### config.mk
export PLATFORM = sky130hd
export DESIGN_NAME = rx_addr_filter
export DESIGN_NICKNAME = d
export VERILOG_FILES = /design/src/rtl/rxaf_pkg.sv /design/src/rtl/rxaf_cam.sv /design/src/rtl/rxaf_ctl.sv /design/src/rtl/rxaf_store.sv /design/src/rtl/rx_addr_filter.sv
export SDC_FILE = /design/constraint.sdc
export NUM_CORES = 2
export LEC_CHECK = 0
export BUFFER_PORTS_ARGS = -buffer_cell sky130_fd_sc_hd__buf_2
export CORE_MARGIN = 2
export CORE_UTILIZATION = 57
export CTS_CLUSTER_SIZE = 40
export DETAILED_ROUTE_END_ITERATION = 10
export GPL_TIMING_DRIVEN = 0
export PLACE_DENSITY = 0.82
export SLEW_MARGIN = 20
export SYNTH_ARGS = -nofsm -noshare
export SYNTH_HDL_FRONTEND = slang
export SYNTH_SLANG_ARGS = --single-unit
### constraint.sdc
create_clock -name clk -period 2.9 [get_ports clk]
set_input_delay 0 -clock clk [delete_from_list [all_inputs] [get_ports clk]]
set_output_delay 0 -clock clk [all_outputs]
set_load 0.005 [all_outputs]
### src/rtl/rxaf_pkg.sv
package rxaf_pkg;
  localparam int MAC_W    = 48;
  localparam int DA_BYTES = 6;

  typedef struct packed {
    logic             vld;
    logic             drop;
    logic [MAC_W-1:0] mac;
  } cam_ent_t;

  typedef enum logic [1:0] {
    FS_IDLE = 2'd0,
    FS_BODY = 2'd1,
    FS_OVF  = 2'd2
  } fstate_t;
endpackage

### src/rtl/rxaf_cam.sv
module rxaf_cam
  import rxaf_pkg::*;
#(
  parameter int N_ENT = 8,
  localparam int IDX_W = $clog2(N_ENT)
) (
  input  logic             clk,
  input  logic             rst_n,
  input  logic             wr_en,
  input  logic [IDX_W-1:0] wr_idx,
  input  cam_ent_t         wr_ent,
  input  logic [MAC_W-1:0] key,
  output logic             hit_drop
);
  logic [N_ENT-1:0] drop_hit_vec;

  for (genvar g = 0; g < N_ENT; g++) begin : g_ent
    cam_ent_t ent_q, ent_d;
    logic     ent_en;

    always_comb begin
      ent_en = wr_en && (wr_idx == IDX_W'(g));
      ent_d  = ent_q;
      if (ent_en) ent_d = wr_ent;
    end

    always_ff @(posedge clk or negedge rst_n) begin
      if (!rst_n) begin
        ent_q <= '0;
      end else if (ent_en) begin
        ent_q <= ent_d;
      end
    end

    assign drop_hit_vec[g] = ent_q.vld && ent_q.drop && (ent_q.mac == key);
  end

  assign hit_drop = |drop_hit_vec;
endmodule

### src/rtl/rxaf_ctl.sv
module rxaf_ctl
  import rxaf_pkg::*;
#(
  parameter int CNT_W = 8
) (
  input  logic             clk,
  input  logic             rst_n,
  input  logic             in_vld,
  input  logic [7:0]       in_data,
  input  logic             in_da,
  input  logic             in_eop,
  input  logic             in_err,
  input  logic             pol_we,
  input  logic             pol_bcast,
  input  logic             pol_mcast,
  input  logic             full,
  input  logic             hit_drop,
  output logic [MAC_W-1:0] da_mac,
  output logic             wr_en,
  output logic             commit,
  output logic             rollback,
  output logic [CNT_W-1:0] ovf_cnt
);
  fstate_t          st_q, st_d;
  logic [MAC_W-1:0] da_q, da_d;
  logic [2:0]       dcnt_q, dcnt_d;
  logic             pb_q, pm_q;
  logic [CNT_W-1:0] ocnt_d;
  logic             byte_in, da_take, is_bc, is_grp, drop_any, ovf_inc;

  always_comb begin
    byte_in = in_vld && !in_eop;
    st_d    = st_q;
    unique case (st_q)
      FS_IDLE: if (!in_eop && byte_in) st_d = full ? FS_OVF : FS_BODY;
      FS_BODY: if (in_eop) st_d = FS_IDLE;
               else if (byte_in && full) st_d = FS_OVF;
      FS_OVF:  if (in_eop) st_d = FS_IDLE;
      default: st_d = FS_IDLE;
    endcase

    wr_en   = byte_in && !full && (st_q != FS_OVF);

    da_take = byte_in && in_da && (dcnt_q != 3'(DA_BYTES));
    da_d    = da_take ? {da_q[MAC_W-9:0], in_data} : da_q;
    dcnt_d  = in_eop ? 3'd0 : (da_take ? dcnt_q + 3'd1 : dcnt_q);

    is_bc    = &da_q;
    is_grp   = da_q[MAC_W-8];
    drop_any = (st_q == FS_OVF) || in_err || (dcnt_q != 3'(DA_BYTES)) ||
               (is_bc && pb_q) || (is_grp && !is_bc && pm_q) || hit_drop;
    commit   = in_eop && (st_q == FS_BODY) && !drop_any;
    rollback = in_eop && !commit;
    ovf_inc  = in_eop && (st_q == FS_OVF);
    ocnt_d   = ovf_cnt + CNT_W'(1);
  end

  always_ff @(posedge clk or negedge rst_n) begin
    if (!rst_n) begin
      st_q   <= FS_IDLE;
      da_q   <= '0;
      dcnt_q <= '0;
    end else begin
      st_q   <= st_d;
      dcnt_q <= dcnt_d;
      if (da_take) da_q <= da_d;
    end
  end

  always_ff @(posedge clk or negedge rst_n) begin
    if (!rst_n) begin
      pb_q <= 1'b0;
      pm_q <= 1'b0;
    end else if (pol_we) begin
      pb_q <= pol_bcast;
      pm_q <= pol_mcast;
    end
  end

  always_ff @(posedge clk or negedge rst_n) begin
    if (!rst_n) begin
      ovf_cnt <= '0;
    end else if (ovf_inc) begin
      ovf_cnt <= ocnt_d;
    end
  end

  assign da_mac = da_q;
endmodule

### src/rtl/rxaf_store.sv
module rxaf_store #(
  parameter int AW = 6,
  localparam int DEPTH = 1 << AW,
  localparam int PW = AW + 1
) (
  input  logic       clk,
  input  logic       rst_n,
  input  logic       wr_en,
  input  logic [7:0] wr_data,
  input  logic       commit,
  input  logic       rollback,
  output logic       full,
  output logic       out_vld,
  output logic [7:0] out_data,
  output logic       out_sof,
  output logic       out_eof
);
  logic [7:0]    mem [DEPTH];
  logic          last_flg [DEPTH];
  logic [PW-1:0] wr_q, wr_d, base_q, base_d, com_q, com_d, rd_q, rd_d;
  logic [PW-1:0] wr_prev;
  logic          rd_go, at_start_q, at_start_d;
  logic          rd_last;

  always_comb begin
    full    = (wr_q[AW] != rd_q[AW]) && (wr_q[AW-1:0] == rd_q[AW-1:0]);
    wr_prev = wr_q - PW'(1);

    wr_d   = wr_q;
    base_d = base_q;
    com_d  = com_q;
    if (rollback) begin
      wr_d = base_q;
    end else if (commit) begin
      base_d = wr_q;
      com_d  = wr_q;
    end else if (wr_en) begin
      wr_d = wr_q + PW'(1);
    end

    rd_go      = (rd_q != com_q);
    rd_last    = last_flg[rd_q[AW-1:0]];
    rd_d       = rd_go ? rd_q + PW'(1) : rd_q;
    at_start_d = rd_go ? rd_last : at_start_q;
  end

  always_ff @(posedge clk) begin
    if (wr_en) begin
      mem[wr_q[AW-1:0]]      <= wr_data;
      last_flg[wr_q[AW-1:0]] <= 1'b0;
    end else if (commit) begin
      last_flg[wr_prev[AW-1:0]] <= 1'b1;
    end
  end

  always_ff @(posedge clk or negedge rst_n) begin
    if (!rst_n) begin
      wr_q       <= '0;
      base_q     <= '0;
      com_q      <= '0;
      rd_q       <= '0;
      at_start_q <= 1'b1;
    end else begin
      wr_q       <= wr_d;
      base_q     <= base_d;
      com_q      <= com_d;
      rd_q       <= rd_d;
      at_start_q <= at_start_d;
    end
  end

  always_ff @(posedge clk or negedge rst_n) begin
    if (!rst_n) begin
      out_vld  <= 1'b0;
      out_data <= '0;
      out_sof  <= 1'b0;
      out_eof  <= 1'b0;
    end else begin
      out_vld  <= rd_go;
      out_sof  <= rd_go && at_start_q;
      out_eof  <= rd_go && rd_last;
      if (rd_go) out_data <= mem[rd_q[AW-1:0]];
    end
  end
endmodule

### src/rtl/rx_addr_filter.sv
module rx_addr_filter
  import rxaf_pkg::*;
#(
  parameter int N_ENT = 8,
  parameter int AW    = 6,
  parameter int CNT_W = 8
) (
  input  logic                     clk,
  input  logic                     rst_n,
  input  logic                     cfg_tbl_we,
  input  logic [$clog2(N_ENT)-1:0] cfg_tbl_idx,
  input  logic                     cfg_tbl_valid,
  input  logic                     cfg_tbl_drop,
  input  logic [47:0]              cfg_tbl_mac,
  input  logic                     cfg_pol_we,
  input  logic                     cfg_pol_bcast_drop,
  input  logic                     cfg_pol_mcast_drop,
  input  logic                     in_vld,
  input  logic [7:0]               in_data,
  input  logic                     in_da,
  input  logic                     in_eop,
  input  logic                     in_err,
  output logic                     out_vld,
  output logic [7:0]               out_data,
  output logic                     out_sof,
  output logic                     out_eof,
  output logic [CNT_W-1:0]         ovf_cnt
);
  cam_ent_t         tbl_wr;
  logic [MAC_W-1:0] da_mac;
  logic             hit_drop, full, wr_en, commit, rollback;

  assign tbl_wr = '{vld: cfg_tbl_valid, drop: cfg_tbl_drop, mac: cfg_tbl_mac};

  rxaf_cam #(.N_ENT(N_ENT)) u_cam (
    .clk      (clk),
    .rst_n    (rst_n),
    .wr_en    (cfg_tbl_we),
    .wr_idx   (cfg_tbl_idx),
    .wr_ent   (tbl_wr),
    .key      (da_mac),
    .hit_drop (hit_drop)
  );

  rxaf_ctl #(.CNT_W(CNT_W)) u_ctl (
    .clk       (clk),
    .rst_n     (rst_n),
    .in_vld    (in_vld),
    .in_data   (in_data),
    .in_da     (in_da),
    .in_eop    (in_eop),
    .in_err    (in_err),
    .pol_we    (cfg_pol_we),
    .pol_bcast (cfg_pol_bcast_drop),
    .pol_mcast (cfg_pol_mcast_drop),
    .full      (full),
    .hit_drop  (hit_drop),
    .da_mac    (da_mac),
    .wr_en     (wr_en),
    .commit    (commit),
    .rollback  (rollback),
    .ovf_cnt   (ovf_cnt)
  );

  rxaf_store #(.AW(AW)) u_store (
    .clk      (clk),
    .rst_n    (rst_n),
    .wr_en    (wr_en),
    .wr_data  (in_data),
    .commit   (commit),
    .rollback (rollback),
    .full     (full),
    .out_vld  (out_vld),
    .out_data (out_data),
    .out_sof  (out_sof),
    .out_eof  (out_eof)
  );
endmodule

# ---- After elaboration in Yosys (flattened, before gate mapping)
# Memory sizes are Yosys's and may differ from the RTL's. A register that Yosys moved wholly into a read port is not among the register bits.
# Index checks and enable logic that the tools add are counted.
dict set report word_totals {
  reg_bits 488
  latch_bits 0
  ramBits 576
  rom_bits 0
  in_bits 71
  elab_cells 152
  memories 2
}
dict set report op_classes {
  n_addsub 5
  multipliers 0
  div 0
  magnitude_cmp 0
  n_eq_ne 26
  shift 0
  muxes 19
  n_bitwise 1
  reduce_logical 62
}
# memory depth width read_ports rd_ports_with_merged_regs write_ports line
set memory_table {}
lappend memory_table {u_store.mem 64 8 1 1 1 rxaf_store.sv:18} ;# logic [7:0] mem [DEPTH];
lappend memory_table {u_store.last_flg 64 1 1 0 1 rxaf_store.sv:19} ;# logic last_flg [DEPTH];
# op count
set ops {}
lappend ops {{48-bit equality test} 8}
lappend ops {{48-bit AND reduction} 1}
lappend ops {{1-bit logical AND} 41}
lappend ops {{7-bit two-way mux} 3}
lappend ops {{7-bit by 1-bit adder with 7-bit output (second input constant)} 2}
lappend ops {{3-bit equality test (second input constant)} 4}
lappend ops {{2-bit two-way mux} 5}
lappend ops {{8-bit by 1-bit adder with 8-bit output (second input constant)} 1}
lappend ops {{8-bit OR reduction} 1}
lappend ops {{1-bit two-way mux} 7}
lappend ops {{7-bit != test} 1}
lappend ops {{3-bit by 2-bit equality test with 1-bit output (second input constant)} 2}
lappend ops {{6-bit equality test} 1}
lappend ops {{1-bit logical NOT} 6}
lappend ops {{3-bit two-way mux} 2}
lappend ops {{6-bit two-way mux} 1}
lappend ops {{2-bit one-hot mux with 3 select lines} 1}
lappend ops {{6-bit by 1-bit subtractor with 6-bit output (second input constant)} 1}
lappend ops {{1-bit logical OR} 5}
lappend ops {{2-bit by 1-bit != test with 1-bit output (second input constant)} 2}
lappend ops {{2-bit != test (second input constant)} 2}
lappend ops {{2-bit AND reduction} 2}
lappend ops {{2-bit nonzero test} 2}
lappend ops {{3-bit by 1-bit adder with 3-bit output (second input constant)} 1}
lappend ops {{11 further kinds} 11}

# ---- Logic depth before layout (Yosys ltp)
dict set report logic_depth {
  depth_word 13
  mapped_depth 11
  depth_no_buf 9
}

# ---- Hierarchy
# A second synthesis with hierarchy kept.
dict set report hier_totals {
  hier_cells 2951
  area_unflattened_um2 46432.0
}
# mod n_inst cells_per_inst area_per_inst_um2 seq_area_each_um2
set by_module_without_submodules {}
lappend by_module_without_submodules {rxaf_store 1 1282 24412.2 18123.6}
lappend by_module_without_submodules {rxaf_cam 1 1483 19394.9 10009.6}
lappend by_module_without_submodules {rxaf_ctl 1 186 2625.0 1576.5}

# ---- Worst setup path before layout
# Ideal clock, no wire load.
dict set report synth_path {
  kind {flip-flop to flip-flop}
  start {register u_ctl.da_q[25] (netlist: u_ctl.da_mac[25])}
  end {memory u_store.last_flg[58], enable pin}
  setup_ns 0.305
  arrival_time_ns 2.707
  t_required_ns 2.595
  setup_slack_ns -0.112
  stages_incl_launch_ff 12
  path_buffers 2
  period_less_slack_ns 3.012
  cell_sequence {dfrtp_1 buf_4 inv_2 o2111a_1 o2111ai_1 a2111oi_2 a2111oi_4 nand3_4 inv_4 buf_2 o21ai_0 a21oi_1}
}
dict set report synth_via {
  elab_chain_len 13
  word_cells_on_any_way 33
}
# item line
set synth_rtl {}
lappend synth_rtl {{start, declared} rxaf_ctl.sv:25} ;# logic [MAC_W-1:0] da_q, da_d;
lappend synth_rtl {{start signal, assigned} rxaf_ctl.sv:61} ;# da_q <= '0;
lappend synth_rtl {{start signal, assigned} rxaf_ctl.sv:66} ;# if (da_take) da_q <= da_d;
lappend synth_rtl {{parallel branches: the longest is 5 deep, another holds 48-bit equality test} -}
lappend synth_rtl {{1-bit logical OR *} rxaf_ctl.sv:51} ;# (is_bc && pb_q) || (is_grp && !is_bc && pm_q) || hit_drop;
lappend synth_rtl {{1-bit logical NOT *} rxaf_ctl.sv:52} ;# commit = in_eop && (st_q == FS_BODY) && !drop_any;
lappend synth_rtl {{1-bit logical AND *} rxaf_ctl.sv:52}
lappend synth_rtl {{1-bit two-way mux *} rxaf_store.sv:51} ;# end else if (commit) begin
lappend synth_rtl {{1-bit two-way mux *} rxaf_store.sv:48} ;# if (wr_en) begin
lappend synth_rtl {{1-bit two-way mux (implied by the code) *} rxaf_store.sv:52} ;# last_flg[wr_prev[AW-1:0]] <= 1'b1;
lappend synth_rtl {{1-bit OR reduction (no line)} -}
lappend synth_rtl {{6-bit two-way mux (no line) / 1-bit two-way mux (equally long branches)} -}
lappend synth_rtl {{end, declared} rxaf_store.sv:19}
# Mark *: on every way between the ends.

# ---- Final worst setup path
dict set report layout_path {
  start {register u_ctl.da_q[24] (netlist: u_ctl.da_mac[24])}
  end {memory u_store.last_flg[19], enable pin}
}
# The elaborated chain is that of the path after synthesis.

==> results.rst <==
.. list-table::
   :header-rows: 1

   * - Metric
     - Value
   * - Area added between synthesis and finish
     - 21.0%
   * - Synth Register Bits
     - 1,072
   * - Number of clock buffers inserted by TritonCTS
     - 104
   * - Instance area at placement
     - 0.0484 mm^2
   * - Die extent in y
     - 289 um
   * - Fraction of synthesis flops using an asynchronous set or reset pin
     - 46.3%
   * - Number of antenna violations at the first check in global routing
     - 5
   * - Cell breakdown of the critical path
     - buf_12, xor2_4, nor4_4, nand4_1, or4_4, o211a_4, nand3_4, inv_8, a22oi_4, buf_8, nor3_2
   * - Clock network power share
     - 28.0%
   * - Number of max-capacitance violations reported
     - 0
   * - Final Max Tran Viols
     - 0
   * - Switching part of the total
     - 34.0%
   * - Commonest cells after routing, fill and taps aside
     - sky130_fd_sc_hd__edfxtp_1, sky130_fd_sc_hd__dfrtp_1, sky130_fd_sc_hd__mux2_2
   * - Worst slack after detailed placement
     - -1.70 ns
   * - Overall die width
     - 289 um
   * - Most frequent standard cell in the layout excluding fill and tap cells
     - sky130_fd_sc_hd__edfxtp_1
   * - Relative contribution of sequential cells to total power
     - 37.5%
   * - Highest clock frequency the design can meet
     - 288 MHz
   * - Highest cell delay on the worst timing path
     - 0.56 ns
   * - # port buffers
     - 86
   * - Full die area
     - 0.0838 mm^2
   * - Leakage power
     - 21.0 nW
   * - RR Endpoint
     - u_store.last_flg[19]
   * - Data arrival time of the worst path
     - 3.88 ns
   * - Cell depth of the worst hold path
     - 3
   * - Clk sinks
     - 1,072
   * - Ratio of routed vias to standard cells
     - 6.84
   * - CORE AREA
     - 0.0805 mm^2
   * - Flip-flop cell with the highest count after synthesis
     - sky130_fd_sc_hd__edfxtp_1
   * - Gr ovfl total
     - 0
   * - Worst path setup slack after routing
     - -0.569 ns
   * - Final setup violation count
     - 476
   * - Reg-to-reg slack, setup
     - -0.57 ns
   * - Clock-pin slew on the worst setup and hold paths
     - 0.07 ns
   * - Fillers
     - 4,736
   * - TritonCTS clock tree
     - yes
   * - Total of warnings raised by yosys
     - 0
   * - Kind of cell adding the most delay to the critical path
     - simple AND/OR/NAND/NOR gates
   * - Crit start category
     - register
   * - Fin area
     - 0.0562 mm^2
   * - Sequential fraction of the synthesis area
     - 64.0%
   * - Worst EP required
     - 3.31 ns
   * - WHS Endpoint
     - u_ctl.pb_q
   * - Wire length after detailed routing
     - 153,000 um
   * - Startpoint of the tightest hold check path
     - cfg_pol_we
   * - Min Clock Period, post-route
     - 3.47 ns
   * - Average cell area after synthesis
     - 16.6 um^2
   * - Comb pwr share
     - 34.5%
   * - Library cell used as clock root buffer
     - sky130_fd_sc_hd__clkbuf_16
   * - Total power density per cell area
     - 902 mW/mm^2
   * - Path category of the worst min-delay check
     - input pin to register
   * - Startpoint of the most critical register-to-register path
     - u_ctl.da_mac[24]
   * - Net switching component of the power
     - 17.2 mW
   * - Critical path fanouts, max
     - 5
   * - Net count reported at finish
     - 3,215
   * - Syn_nets
     - 2,875
   * - Overall via count from detail_route
     - 29,300
   * - Crit path buf inv count
     - 3
   * - Routed wirelength normalized by instance count
     - 35.7 um
   * - Power Total
     - 50.7 mW
   * - Period Utilization, post-route
     - 120%
   * - Netlist area before placement
     - 0.0465 mm^2
   * - Category of the most critical setup path
     - register to register
   * - Cell-internal power
     - 33.5 mW
   * - Failing checks
     - negative setup slack
   * - Setup repair after global routing missed its margin
     - true
   * - HPWL reported at the end of detailed placement
     - 89,700 um
   * - Count of TritonRoute iterations in the first routing pass
     - 5
   * - Buffer levels on the longest clock path
     - 3
   * - Cell Rows
     - 104
   * - Crit path max-delay cell type
     - sky130_fd_sc_hd__or4_4
   * - Share of final-layout standard cells stronger than drive strength 1
     - 41.8%
   * - Post-synth EDFFs
     - 576
   * - Via count of the first global-routing pass
     - 29,100
   * - Nature of the critical path endpoint
     - register
   * - Synthesized instance count
     - 2,798
   * - Global Route Usage Sum
     - 35.5%
   * - Post-detailed-route count of antenna-violating nets
     - 0
   * - Area share of the largest cell type after synthesis
     - 37.2%
   * - First-pass GRT wire length
     - 209,000 um
   * - Final Hold Violating Endpoints
     - 0
   * - Number of different library cells in the post-synthesis netlist
     - 65
   * - # IOs
     - 90
   * - Initial drt markers
     - 3,928
   * - Area leader, netlist
     - sky130_fd_sc_hd__edfxtp_1
   * - Worst Clk Skew
     - 0.0307 ns
   * - Pin count of the biggest net entering global routing
     - 105
   * - Worst-skew pair later-pin latency
     - 0.69 ns
   * - Transition time of the tightest slew-check pin
     - 1.38 ns
   * - Ranking of synthesized cells by area
     - sky130_fd_sc_hd__edfxtp_1, sky130_fd_sc_hd__dfrtp_1, sky130_fd_sc_hd__mux2_2
   * - Register-to-Register Path Depth
     - 11
   * - Initial Utilization
     - 57.7%
   * - Relative slew slack
     - 7.78%
   * - DRC violation count after routing
     - 0
   * - Worst VDD drop
     - 0.626 mV
   * - Final GP Congestion
     - 0.986
   * - Final core utilization
     - 69.8%
   * - H-Tree Level Count
     - 3
   * - Status
     - finished, violations left
[routing by layer]
layer,vias to the layer above,GRT usage [%],wire (um),share of wire [%]
li1,11200,-,-,-
met2,2365,56.0,70800,46
met1,15000,44.4,52000,34
met5,-,0,26,0.017
met3,724,7.08,15900,10
met4,4,25.0,14400,9.4
[per-stage QoR]
stage / instances / hold WS, ns / setup TNS, ns
after floorplan: 2798 / -0.296 / 0
after detailed placement: 3950 / 0.0302 / -586.36
after global placement: 3944 / 0.223 / -4498.65
final: 4285 / 0.138 / -88.94
after CTS: 4254 / 0.0608 / -84.40
after global routing: 4282 / 0.137 / -76.23
[worst max-delay path by stage]
stage / depth (start not counted) / startpoint / slack, ns / end
2_1_floorplan: 11 / u_ctl.da_mac[34] / 0.12 / u_store.last_flg[56]
3_3_place_gp: 1 / rst_n / -7.92 / u_store.out_eof
3_5_place_dp: 9 / u_ctl.da_mac[24] / -1.70 / u_store.last_flg[13]
4_1_cts: 10 / u_ctl.da_mac[43] / -0.54 / u_store.last_flg[31]
5_1_grt: 9 / u_ctl.da_mac[4] / -0.53 / u_store.last_flg[5]
6_report: 11 / u_ctl.da_mac[24] / -0.57 / u_store.last_flg[19]
[tightest hold or removal path, stage by stage]
cell and delay (ns):
sky130_fd_sc_hd__buf_2 0.10, sky130_fd_sc_hd__o21ai_0 0.09, sky130_fd_sc_hd__dlygate4sd3_1 0.58
[cell families after synthesis]
kind of cell    after synthesis  share of synthesized area [%]
compound gates               56                           1.01
flops                      1072                           64.0
buf+inv                     186                           1.86
mux                         665                           20.7
xor+xnor                    410                           7.73
simple gates                403                           4.61
fa+ha+maj                     6                          0.162
[what timing repair did]
action | 4_1_cts | 5_1_grt
hold buffers | 62 | 8
pin swaps | 23 | 43
buffers inserted | 41 | 21
setup endpoints to repair | 673 | 662
cloned | 11 | 3
endpoints found under the hold margin | 767 | 455
gates resized for setup | 338 | 251
[power groups by stage]
stage | logic [mW] | clock network [mW] | registers, mW
floorplan | 9.12 | 0 | 18.8
global placement | 13.6 | 0 | 19.0
detailed placement | 14.0 | 0 | 19.1
CTS | 15.9 | 14.0 | 18.9
global route | 17.8 | 14.7 | 19.2
finish | 17.5 | 14.2 | 19.0
[flip-flops by register name (all words and copies together) (netlist names), 2 cells and up]
| signal | flops |
|---|---|
| u_ctl.st_q | 2 |
| u_store.wr_q | 7 |
| u_store.base_q | 7 |
| u_store.mem | 512 |
| u_ctl.dcnt_q | 3 |
| u_ctl.ovf_cnt | 8 |
| u_store.rd_q | 7 |
| u_store.last_flg | 64 |
| u_store.out_data | 8 |
| u_ctl.da_mac | 48 |
| u_cam.g_ent.ent_q | 400 |
[final cells by class]
cell class                 instances  area [um^2]  share of cell area (%)
clock inverter                    45          539                   0.959
timing repair inverter             1         8.76                  0.0156
clock buffer                     145         2990                    5.32
tap                             1060         1330                    2.36
sequential                      1072        29700                    52.8
inverter                          16         67.6                   0.120
buffer                           168         1260                    2.25
timing repair buffer             234         2370                    4.21
multi-input combinational       1541        17900                    31.9
antenna                            3         7.51                  0.0134
[cells in the mapped netlist (all sizes together) (2+ instances only)]
master     n
a2111oi    4
a21boi     5
a21oi      7
a22oi      5
and2       6
buf       94
clkbuf    76
dfrtp    495
edfxtp   576
ha         6
inv       16
mux2     469
mux2i      7
mux4     189
nand2     35
nand2b     8
nand3     24
nand3b     2
nand4     47
nand4b     3
nor2     114
nor2b      7
nor3      35
nor3b     19
nor4      92
o2111ai    3
o21ai     16
o31a       3
o31ai      2
or3        3
or4        3
xnor2     53
xor2     357
Note: power is estimated with default switching activity, not from simulation.
